**config.mk**
```make
export PLATFORM = sky130hd
export DESIGN_NAME = lacfg_top
export DESIGN_NICKNAME = d
export VERILOG_FILES = /design/src/rtl/lacfg_pkg.sv /design/src/rtl/lacfg_parser.sv /design/src/rtl/lacfg_regfile.sv /design/src/rtl/lacfg_divider.sv /design/src/rtl/lacfg_top.sv
export SDC_FILE = /design/constraint.sdc
export NUM_CORES = 1
export LEC_CHECK = 0
export BUFFER_PORTS_ARGS = -buffer_cell sky130_fd_sc_hd__buf_2
export CORE_MARGIN = 4
export CORE_UTILIZATION = 55
export CTS_CLUSTER_SIZE = 12
export DETAILED_ROUTE_END_ITERATION = 16
export PLACE_DENSITY_LB_ADDON = 0.05
export SLEW_MARGIN = 20
export SYNTH_ARGS = -nofsm -noshare
export SYNTH_HDL_FRONTEND = slang
export SYNTH_SLANG_ARGS = --single-unit
```
**constraint.sdc**
```tcl
create_clock -name clk -period 2.7 [get_ports clk]
set_clock_uncertainty 0.05 [all_clocks]
set_input_delay 0.27 -clock clk [delete_from_list [all_inputs] [get_ports clk]]
set_output_delay 0.27 -clock clk [all_outputs]
set_load 0.02 [all_outputs]
```
**src/rtl/lacfg_pkg.sv**
```systemverilog
package lacfg_pkg;

  localparam int BYTE_W = 8;

  localparam logic [BYTE_W-1:0] OP_WRITE       = 8'h80;
  localparam logic [BYTE_W-1:0] OP_READ        = 8'h81;
  localparam logic [BYTE_W-1:0] SUB_CODE       = 8'h01;

  localparam logic [BYTE_W-1:0] ADDR_MASK_BASE = 8'h02;
  localparam logic [BYTE_W-1:0] ADDR_DIV       = 8'h04;
  localparam logic [BYTE_W-1:0] ADDR_SEL       = 8'h0a;

  typedef enum logic [2:0] {
    PS_OPCODE,
    PS_SUB,
    PS_ADDR,
    PS_DATA,
    PS_REPLY
  } pstate_e;

endpackage

```
**src/rtl/lacfg_parser.sv**
```systemverilog
module lacfg_parser
  import lacfg_pkg::*;
(
  input  logic              clk,
  input  logic              rst,
  input  logic              in_valid,
  input  logic [BYTE_W-1:0] in_data,
  output logic              in_ready,
  output logic              wr_en,
  output logic [BYTE_W-1:0] wr_addr,
  output logic [BYTE_W-1:0] wr_data,
  output logic [BYTE_W-1:0] rd_addr,
  input  logic [BYTE_W-1:0] rd_data,
  output logic              rsp_valid,
  output logic [BYTE_W-1:0] rsp_data,
  input  logic              rsp_ready
);

  pstate_e           st_q;
  logic              is_wr_q;
  logic [BYTE_W-1:0] addr_q;
  logic              take;

  assign in_ready = (st_q != PS_REPLY);
  assign take     = in_valid && in_ready;
  assign wr_en    = take && (st_q == PS_DATA);
  assign wr_addr  = addr_q;
  assign wr_data  = in_data;
  assign rd_addr  = in_data;

  always_ff @(posedge clk) begin
    if (rst) begin
      st_q      <= PS_OPCODE;
      is_wr_q   <= 1'b0;
      addr_q    <= '0;
      rsp_valid <= 1'b0;
      rsp_data  <= '0;
    end else begin
      case (st_q)
        PS_OPCODE: begin
          if (take) begin
            if (in_data == OP_WRITE) begin
              is_wr_q <= 1'b1;
              st_q    <= PS_SUB;
            end else if (in_data == OP_READ) begin
              is_wr_q <= 1'b0;
              st_q    <= PS_SUB;
            end
          end
        end
        PS_SUB: begin
          if (take) begin
            if (in_data == SUB_CODE) begin
              st_q <= PS_ADDR;
            end else if (in_data == OP_WRITE) begin
              is_wr_q <= 1'b1;
            end else if (in_data == OP_READ) begin
              is_wr_q <= 1'b0;
            end else begin
              st_q <= PS_OPCODE;
            end
          end
        end
        PS_ADDR: begin
          if (take) begin
            if (is_wr_q) begin
              addr_q <= in_data;
              st_q   <= PS_DATA;
            end else begin
              rsp_data  <= rd_data;
              rsp_valid <= 1'b1;
              st_q      <= PS_REPLY;
            end
          end
        end
        PS_DATA: begin
          if (take) st_q <= PS_OPCODE;
        end
        PS_REPLY: begin
          if (rsp_ready) begin
            rsp_valid <= 1'b0;
            st_q      <= PS_OPCODE;
          end
        end
        default: st_q <= PS_OPCODE;
      endcase
    end
  end


  rsp_hold_chk: assert property (@(posedge clk) disable iff (rst)
    rsp_valid && !rsp_ready |=> rsp_valid && $stable(rsp_data));


  rsp_block_chk: assert property (@(posedge clk) disable iff (rst)
    rsp_valid |-> !in_ready);

endmodule

```
**src/rtl/lacfg_regfile.sv**
```systemverilog
module lacfg_regfile
  import lacfg_pkg::*;
#(
  parameter int MASK_W = 16
) (
  input  logic              clk,
  input  logic              rst,
  input  logic              wr_en,
  input  logic [BYTE_W-1:0] wr_addr,
  input  logic [BYTE_W-1:0] wr_data,
  input  logic [BYTE_W-1:0] rd_addr,
  output logic [BYTE_W-1:0] rd_data,
  output logic [MASK_W-1:0] chan_mask,
  output logic [BYTE_W-1:0] div_n,
  output logic              base_sel,
  output logic              reload
);

  localparam int MASK_BYTES = MASK_W / BYTE_W;

  logic [BYTE_W-1:0] mask_q [MASK_BYTES];
  logic [BYTE_W-1:0] div_q;
  logic [BYTE_W-1:0] sel_q;

  for (genvar gi = 0; gi < MASK_BYTES; gi++) begin : g_mask
    localparam logic [BYTE_W-1:0] ADDR_I = BYTE_W'(32'(ADDR_MASK_BASE) + gi);
    always_ff @(posedge clk) begin
      if (rst)                            mask_q[gi] <= '0;
      else if (wr_en && wr_addr == ADDR_I) mask_q[gi] <= wr_data;
    end
    assign chan_mask[gi*BYTE_W +: BYTE_W] = mask_q[gi];
  end

  always_ff @(posedge clk) begin
    if (rst) begin
      div_q <= '0;
      sel_q <= '0;
    end else if (wr_en) begin
      if (wr_addr == ADDR_DIV) div_q <= wr_data;
      if (wr_addr == ADDR_SEL) sel_q <= wr_data;
    end
  end

  always_comb begin
    rd_data = '0;
    if (rd_addr == ADDR_DIV) rd_data = div_q;
    if (rd_addr == ADDR_SEL) rd_data = sel_q;
    for (int i = 0; i < MASK_BYTES; i++) begin
      if (rd_addr == BYTE_W'(32'(ADDR_MASK_BASE) + i)) rd_data = mask_q[i];
    end
  end

  assign div_n    = div_q;
  assign base_sel = |sel_q;
  assign reload   = wr_en && ((wr_addr == ADDR_DIV) || (wr_addr == ADDR_SEL));


  mask_lo_chk: assert property (@(posedge clk) disable iff (rst)
    wr_en && wr_addr == ADDR_MASK_BASE |=> chan_mask[BYTE_W-1:0] == $past(wr_data));

endmodule

```
**src/rtl/lacfg_divider.sv**
```systemverilog
module lacfg_divider #(
  parameter int CNT_W = 8
) (
  input  logic             clk,
  input  logic             rst,
  input  logic             tick_slow,
  input  logic             tick_fast,
  input  logic             base_sel,
  input  logic [CNT_W-1:0] div_n,
  input  logic             reload,
  output logic             strobe
);

  logic [CNT_W-1:0] cnt_q;
  logic             tick_sel;

  assign tick_sel = base_sel ? tick_fast : tick_slow;

  always_ff @(posedge clk) begin
    if (rst) begin
      cnt_q  <= '0;
      strobe <= 1'b0;
    end else if (reload) begin
      cnt_q  <= '0;
      strobe <= 1'b0;
    end else if (tick_sel) begin
      if (cnt_q >= div_n) begin
        cnt_q  <= '0;
        strobe <= 1'b1;
      end else begin
        cnt_q  <= cnt_q + 1'b1;
        strobe <= 1'b0;
      end
    end else begin
      strobe <= 1'b0;
    end
  end


  cnt_range_chk: assert property (@(posedge clk) disable iff (rst)
    cnt_q <= div_n);


  stb_cause_chk: assert property (@(posedge clk) disable iff (rst)
    strobe |-> $past(tick_sel && !reload));


  reload_quiet_chk: assert property (@(posedge clk) disable iff (rst)
    reload |=> !strobe);

endmodule

```
**src/rtl/lacfg_top.sv**
```systemverilog
module lacfg_top
  import lacfg_pkg::*;
#(
  parameter int MASK_W = 16
) (
  input  logic              clk,
  input  logic              rst,
  input  logic              cmd_valid,
  input  logic [BYTE_W-1:0] cmd_data,
  output logic              cmd_ready,
  output logic              rsp_valid,
  output logic [BYTE_W-1:0] rsp_data,
  input  logic              rsp_ready,
  input  logic              tick_slow,
  input  logic              tick_fast,
  output logic [MASK_W-1:0] chan_mask,
  output logic              sample_stb
);

  logic              wr_en;
  logic [BYTE_W-1:0] wr_addr;
  logic [BYTE_W-1:0] wr_data;
  logic [BYTE_W-1:0] rd_addr;
  logic [BYTE_W-1:0] rd_data;
  logic [BYTE_W-1:0] div_n;
  logic              base_sel;
  logic              reload;

  lacfg_parser u_parser (
    .clk       (clk),
    .rst       (rst),
    .in_valid  (cmd_valid),
    .in_data   (cmd_data),
    .in_ready  (cmd_ready),
    .wr_en     (wr_en),
    .wr_addr   (wr_addr),
    .wr_data   (wr_data),
    .rd_addr   (rd_addr),
    .rd_data   (rd_data),
    .rsp_valid (rsp_valid),
    .rsp_data  (rsp_data),
    .rsp_ready (rsp_ready)
  );

  lacfg_regfile #(.MASK_W(MASK_W)) u_regs (
    .clk       (clk),
    .rst       (rst),
    .wr_en     (wr_en),
    .wr_addr   (wr_addr),
    .wr_data   (wr_data),
    .rd_addr   (rd_addr),
    .rd_data   (rd_data),
    .chan_mask (chan_mask),
    .div_n     (div_n),
    .base_sel  (base_sel),
    .reload    (reload)
  );

  lacfg_divider #(.CNT_W(BYTE_W)) u_div (
    .clk       (clk),
    .rst       (rst),
    .tick_slow (tick_slow),
    .tick_fast (tick_fast),
    .base_sel  (base_sel),
    .div_n     (div_n),
    .reload    (reload),
    .strobe    (sample_stb)
  );

endmodule

```
# --- Word level (Yosys, flattened, before mapping) ---
# Memories as Yosys holds them, arrays and structs flattened.
# Index checks and enable logic that the tools add are counted.
totals:
  regBits: 46
  latch_bits: 0
  ramBits: 16
  romBits: 0
  input_bits: 14
  out_inout_bits: 27
  wordCells: 100
  mem_count: 1
classes:
  addsub: 1
  mul: 0
  div_mod_pow: 0
  n_lt_le_gt_ge: 1
  eq_ne: 26
  n_shift: 0
  mux: 39
  bitwise_logic: 4
  reduce_logical: 19
memory_table:
  columns: ["name", "words", "word_bits", "read_ports", "rd_clocked_by_memory_dff", "write_ports", "line_no", "rtl"]
  rows:
  - ["u_regs.mask_q", 2, 8, 2, 0, 2, "lacfg_regfile.sv:21", "logic [BYTE_W-1:0] mask_q [MASK_BYTES];"]
op_table:
  columns: ["operator", "n"]
  rows:
  - ["2-to-1 mux 8 bit", 7]
  - ["2-to-1 mux 3 bit", 11]
  - ["equality test 8 x 2 -> 1 bit, second input constant", 4]
  - ["2-to-1 mux 1 bit", 18]
  - ["equality test 8 x 3 -> 1 bit, second input constant", 2]
  - ["equality test 8 x 4 -> 1 bit, second input constant", 2]
  - ["equality test 8 bit, second input constant", 2]
  - ["case mux 3 bit (5 select lines)", 1]
  - ["adder 8 x 1 -> 8 bit, second input constant", 1]
  - ["equality test 8 x 1 -> 1 bit, second input constant", 1]
  - [">= comparator 8 bit", 1]
  - ["inequality test 2 x 1 -> 1 bit, second input constant", 4]
  - ["AND reduction 4 bit", 2]
  - ["AND reduction 8 bit", 1]
  - ["OR reduction 8 bit", 1]
  - ["equality test 3 x 2 -> 1 bit, second input constant", 2]
  - ["inequality test 2 bit, second input constant", 3]
  - ["inequality test 3 x 2 -> 1 bit, second input constant", 2]
  - ["AND reduction 3 bit", 2]
  - ["logical AND 1 bit", 5]
  - ["case mux 1 bit (2 select lines)", 2]
  - ["AND reduction 2 bit", 2]
  - ["nonzero test 2 bit", 2]
  - ["equality test 3 x 1 -> 1 bit, second input constant", 1]
  - ["other kinds (9)", 11]

# --- Depth between registers and ports, before layout ---
logic_depth:
  depth_word: 8
  depth_mapped: 8
  mapped_depth_nobuf: 7

# --- Cells and area by module ---
# From an unflattened synthesis, not the netlist that was laid out.
unflattened:
  cells_unflattened: 379
  area_unflattened_um2: 3525.9
modules_own_cells:
  columns: ["mod", "instances", "cells_per_inst", "area_per_inst_um2", "seq_area_each_um2"]
  rows:
  - ["lacfg_regfile", 1, 184, 1801.7, 800.8]
  - ["lacfg_parser", 1, 110, 1021.0, 420.4]
  - ["lacfg_divider", 1, 85, 703.2, 180.2]

# --- Worst setup path before layout ---
# OpenSTA, ideal clock, no wires.
synth_path:
  kind: "register to register"
  startpoint: "register u_regs.div_q[1] (netlist: u_regs.div_n[1])"
  endpoint: "register u_div.cnt_q[7]"
  setup_time_ns: 0.074
  arrival_time_ns: 1.906
  required_time_ns: 2.576
  path_slack_ns: 0.670
  stages_incl_launch_ff: 8
  path_buffers: 0
  period_less_slack_ns: 2.030
  cell_sequence: "dfxtp_1 > inv_1 > ha_1 > or4_1 > a21oi_1 > o31a_2 > or4b_1 > a31oi_1"
synth_between:
  elab_chain_cells: 2
synth_rtl:
  columns: ["element", "line_no", "rtl"]
  rows:
  - ["from (decl)", "lacfg_regfile.sv:22", "logic [BYTE_W-1:0] div_q;"]
  - ["from (signal assigned)", "lacfg_regfile.sv:39", "if (wr_addr == ADDR_DIV) div_q <= wr_data;"]
  - [">= comparator 8 bit", "lacfg_divider.sv:27", "if (cnt_q >= div_n) begin"]
  - ["2-to-1 mux 8 bit", "lacfg_divider.sv:27", null]
  - ["to (signal assigned)", "lacfg_divider.sv:31", "cnt_q <= cnt_q + 1'b1;"]
  - ["to (decl)", "lacfg_divider.sv:14", "logic [CNT_W-1:0] cnt_q;"]
# Every way passes these cells.
# A chain may end at the register's enable or synchronous reset.

# --- Worst setup path after layout ---
layout_path:
  startpoint: "register u_regs.div_q[2] (netlist: u_regs.div_n[2])"
  endpoint: "register u_div.cnt_q[7]"
# The elaborated chain is that of the path after synthesis.

==> out/qor.yml <==
setup_path:
  worstRegToRegCells: 7
  required_ns: 2.91
  cp.buffers_inverters: 1
  critical_path.top_delay_family: "simple AND/OR/NAND/NOR gates"
  cp_slowest_stage_delay_ns: 0.50
  path_cells: "inv_1 > ha_1 > or4_1 > a21oi_1 > o31a_2 > or4b_1 > a31oi_1"
  launch_point_of_the_worst_reg_to_reg_path: "u_regs.div_n[2]"
  crit_fanout: 3
  timing_worst_setup_path_type: "reg -> reg"
  critPathCaptureType: "flop"
  cp_slowest_cell: "sky130_fd_sc_hd__or4_1"
  arrival_time_at_the_worst_endpoint_ns: 2.32
  critPathLaunchType: "flop"
  regToRegEndpoint: "u_div.cnt_q[7]"
  setup.reg_to_reg.worst_slack_ns: 0.59
  crit_start: "u_regs.div_n[2]"
global_routing:
  met3_usage_pct: 4.12
  global_route.usage.total_pct: 23.0
  globalRouteMet2Util_pct: 33.6
  grt_max_degree: 33
  globalRouteOverflowTotal: 0
  antenna_found_initial: 0
  met1_usage_pct: 33.4
  global_route_wire_length_before_repair_um: 11700
  globalRoute.busiestLayer: "met2"
  grt_pass1_vias: 2291
clocking:
  numClockSinks: 62
  cts_setup_buffers: 0
  cts_inserted_buffers: 9
  cts.root.buffer_cell: "sky130_fd_sc_hd__clkbuf_8"
  path_clk_slew_ns: 0.07
  source_to_sink_clock_delay_at_the_later_pin_of_the_worst_skew_pair_ns: 0.33
  count_of_instances_resized_after_the_clock_tree_is_built: 0
  cts_tree: "yes"
  clockBufferDepth: 2
  cts_max_level: 3
  postCtsHoldBufs: 0
job:
  max-cap-violations: 0
sta:
  setup_tns_ns: 0
  worst_pin_slew_ns: 0.797
  slew_viol_final: 0
  achievable-frequency_ghz: 0.473
  rsz0062_at_grt: "no"
  finalWorstPathRequiredPeriod_ns: 2.11
  timing.final.crit_share_pct: 78.2
  slew_headroom_pct: 46.7
  finalHoldViolations: 0
  finalSetupViolCount: 0
pwr:
  power_per_cell_area_nw_per_um2: 559
  power.static_leakage_nw: 1.29
  ir_worst_vdd_mv: 0.334
yosys:
  synth_mux_area_share_pct: 5.86
  dominantRegCellSynth: "sky130_fd_sc_hd__dfxtp_1"
  postSynthRegisterBits: 62
  async_reset_ff_share_pct: 0
  synth_simple_gate_area_share_pct: 24.6
  synth-xor-area-share_pct: 0
  post_synth_fa_ha_maj_area_fraction_pct: 3.66
  synth-compound-area-share_pct: 16.0
  sequential_cell_area_fraction_in_the_yosys_report_pct: 45.6
  syn_avg_cell_area_um2: 9.12
  synth-edff-count: 16
  synth_cell_type_count: 48
  yosys_warnings: 0
  synth.net_count: 360
  post_synth_instance_area_um2: 3070
  main_combinational_cell_family_by_area_after_synthesis: "simple AND/OR/NAND/NOR gates"
  netlist_instances: 337
floorplanning:
  floorplan.core_area_um2: 5270
  die_w_um: 82.7
  num_io_pins: 41
  die_area_um2: 6850
  initial_utilization_pct: 58.3
  die_h_um: 82.7
  placementRows: 26
worst_hold_path:
  hold_end: "u_parser.rsp_valid"
  timing.hold.worst_path_depth: 2
  timing.hold.worst.start: "rsp_ready"
  min_path_type: "in -> reg"
finish:
  final_layout_size_suffix_gt1_share_pct: 19.6
  fillCellCount: 459
  utilization_pct: 67.6
  num_antenna_cells: 0
  area.growth.synth_to_final_pct: 16.0
  final_std_cells_w_o_fill: 452
  layout.nets: 400
  layout.area.seq_um2: 1400
  combined_area_of_the_multi_input_logic_cells_um2: 1540
placed_design:
  routabilityCongestion: 0.860
  detailed_place_hpwl_um: 5250
  portBuffers: 40
  placed_cells: 436
route:
  wirelength_um: 7340
  via_count: 2618
  drt_pass1_iterations: 4
  antenna_violating_nets_post_route: 0
  viasPerCell: 5.79
  detail_route.wl_per_cell_um: 16.2
  first_iter_violations: 181
  drt_drc_violations_left: 0
outcome:
  status: "finished clean"
power by group:
group	total [mW]	switching [mW]	internal (mW)
Sequential	0.965	0.00475	0.960
Clock	0.915	0.348	0.566
Combinational	0.111	0.0782	0.0328
how the worst max path moves through the flow:
stage | endpoint | cells past startpoint | slack, ns
6_report | u_div.cnt_q[7] | 7 | 0.59
5_1_grt | u_div.cnt_q[5] | 8 | 0.42
4_1_cts | u_div.cnt_q[7] | 7 | 0.59
3_5_place_dp | u_div.cnt_q[7] | 7 | 0.61
3_3_place_gp | u_div.cnt_q[7] | 7 | 0.64
2_1_floorplan | u_div.cnt_q[7] | 7 | 0.67
cell usage after synthesis, types with 2 or more instances:
master / count / share of area (%)
sky130_fd_sc_hd__nand4b_1: 4 / 1.1
sky130_fd_sc_hd__or3b_2: 2 / 0.57
sky130_fd_sc_hd__mux2i_1: 18 / 5.9
sky130_fd_sc_hd__edfxtp_1: 16 / 16
sky130_fd_sc_hd__nand3_1: 15 / 2.4
sky130_fd_sc_hd__nand2b_1: 11 / 2.2
sky130_fd_sc_hd__nor3_1: 13 / 2.1
sky130_fd_sc_hd__nor4_2: 2 / 0.81
sky130_fd_sc_hd__nor4_1: 5 / 1.0
sky130_fd_sc_hd__nand4_1: 2 / 0.41
sky130_fd_sc_hd__o21bai_1: 2 / 0.49
sky130_fd_sc_hd__nand2_1: 28 / 3.4
sky130_fd_sc_hd__a22o_1: 8 / 2.3
sky130_fd_sc_hd__a21oi_1: 32 / 5.2
sky130_fd_sc_hd__clkbuf_1: 15 / 1.8
sky130_fd_sc_hd__and2_1: 14 / 2.9
sky130_fd_sc_hd__or2_2: 2 / 0.41
sky130_fd_sc_hd__nor2b_1: 3 / 0.61
sky130_fd_sc_hd__a31oi_1: 6 / 1.2
sky130_fd_sc_hd__nand3b_1: 2 / 0.49
sky130_fd_sc_hd__dfxtp_1: 46 / 30
sky130_fd_sc_hd__o211ai_1: 8 / 2.0
sky130_fd_sc_hd__inv_1: 14 / 1.7
sky130_fd_sc_hd__nor2_1: 26 / 3.2
sky130_fd_sc_hd__o21ai_0: 9 / 1.5
sky130_fd_sc_hd__or3_1: 4 / 0.81
sky130_fd_sc_hd__ha_1: 9 / 3.7
cell type report:
type	instances	share of cell area, %
multi-input combinational	242	43.2
inverter	14	1.47
clock buffer	12	4.35
timing repair buffer	48	7.30
sequential	62	39.3
tap	70	2.46
clock inverter	4	1.93
routing by layer:
layer | vias up | wire [um]
li1 | 1304 | -
met1 | 1224 | 3570
met2 | 77 | 3170
met3 | 13 | 449
met4 | 0 | 142
met5 | - | 0
worst reg2reg max path, stage by stage (launching register included):
cell,delay (ns)
sky130_fd_sc_hd__dfxtp_1,0.37
sky130_fd_sc_hd__inv_1,0.06
sky130_fd_sc_hd__ha_1,0.19
sky130_fd_sc_hd__or4_1,0.50
sky130_fd_sc_hd__a21oi_1,0.13
sky130_fd_sc_hd__o31a_2,0.15
sky130_fd_sc_hd__or4b_1,0.43
sky130_fd_sc_hd__a31oi_1,0.16
layout by cell type (no fill, tap or decap), types with 2 or more instances in the layout:
master,instances
sky130_fd_sc_hd__a22o_1,8
sky130_fd_sc_hd__nand3_1,15
sky130_fd_sc_hd__or3_1,4
sky130_fd_sc_hd__nor2b_1,3
sky130_fd_sc_hd__mux2i_1,18
sky130_fd_sc_hd__o21bai_1,2
sky130_fd_sc_hd__nand2_1,28
sky130_fd_sc_hd__nor3_1,13
sky130_fd_sc_hd__nand2b_1,11
sky130_fd_sc_hd__clkbuf_8,11
sky130_fd_sc_hd__nand4b_1,4
sky130_fd_sc_hd__o21ai_0,9
sky130_fd_sc_hd__a31oi_1,6
sky130_fd_sc_hd__buf_2,40
sky130_fd_sc_hd__or2_2,2
sky130_fd_sc_hd__or3b_2,2
sky130_fd_sc_hd__nand4_1,2
sky130_fd_sc_hd__bufinv_16,2
sky130_fd_sc_hd__nor4_2,2
sky130_fd_sc_hd__a21oi_1,32
sky130_fd_sc_hd__o211ai_1,8
sky130_fd_sc_hd__nor2_1,26
sky130_fd_sc_hd__edfxtp_1,16
sky130_fd_sc_hd__and2_1,14
sky130_fd_sc_hd__ha_1,9
sky130_fd_sc_hd__nor4_1,5
sky130_fd_sc_hd__inv_1,14
sky130_fd_sc_hd__buf_4,8
sky130_fd_sc_hd__dfxtp_1,46
sky130_fd_sc_hd__nand3b_1,2
registers in the layout, indices dropped and copies added, names as in the netlist:
name / flops
u_parser.wr_addr: 8
u_regs.sel_q: 8
u_div.strobe: 1
u_regs.div_n: 8
u_regs.mask_q: 16
u_div.cnt_q: 8
u_parser.st_q: 3
u_parser.rsp_valid: 1
u_parser.is_wr_q: 1
u_parser.rsp_data: 8
per-stage QoR:
| step | worst slack (ns) | instance area, um^2 | total power [mW] | hold WS, ns |
|---|---|---|---|---|
| floorplan | 0.670 | 3070 | 1.05 | 0.331 |
| global placement | 0.645 | 3340 | 1.10 | 0.387 |
| detailed placement | 0.607 | 3340 | 1.10 | 0.390 |
| CTS | 0.585 | 3560 | 2.00 | 0.101 |
| global route | 0.424 | 3560 | 2.06 | 0.116 |
| finish | 0.588 | 3560 | 1.99 | 0.114 |
kinds of logic after synthesis:
group / count (synthesis)
AND/OR/NAND/NOR: 139
flip-flops: 62
AO/OA/AOI/OAI: 76
buffers and inverters: 33
multiplexers: 18
adder cells (fa/ha/maj): 9
Power figures use the tool's default switching activity.
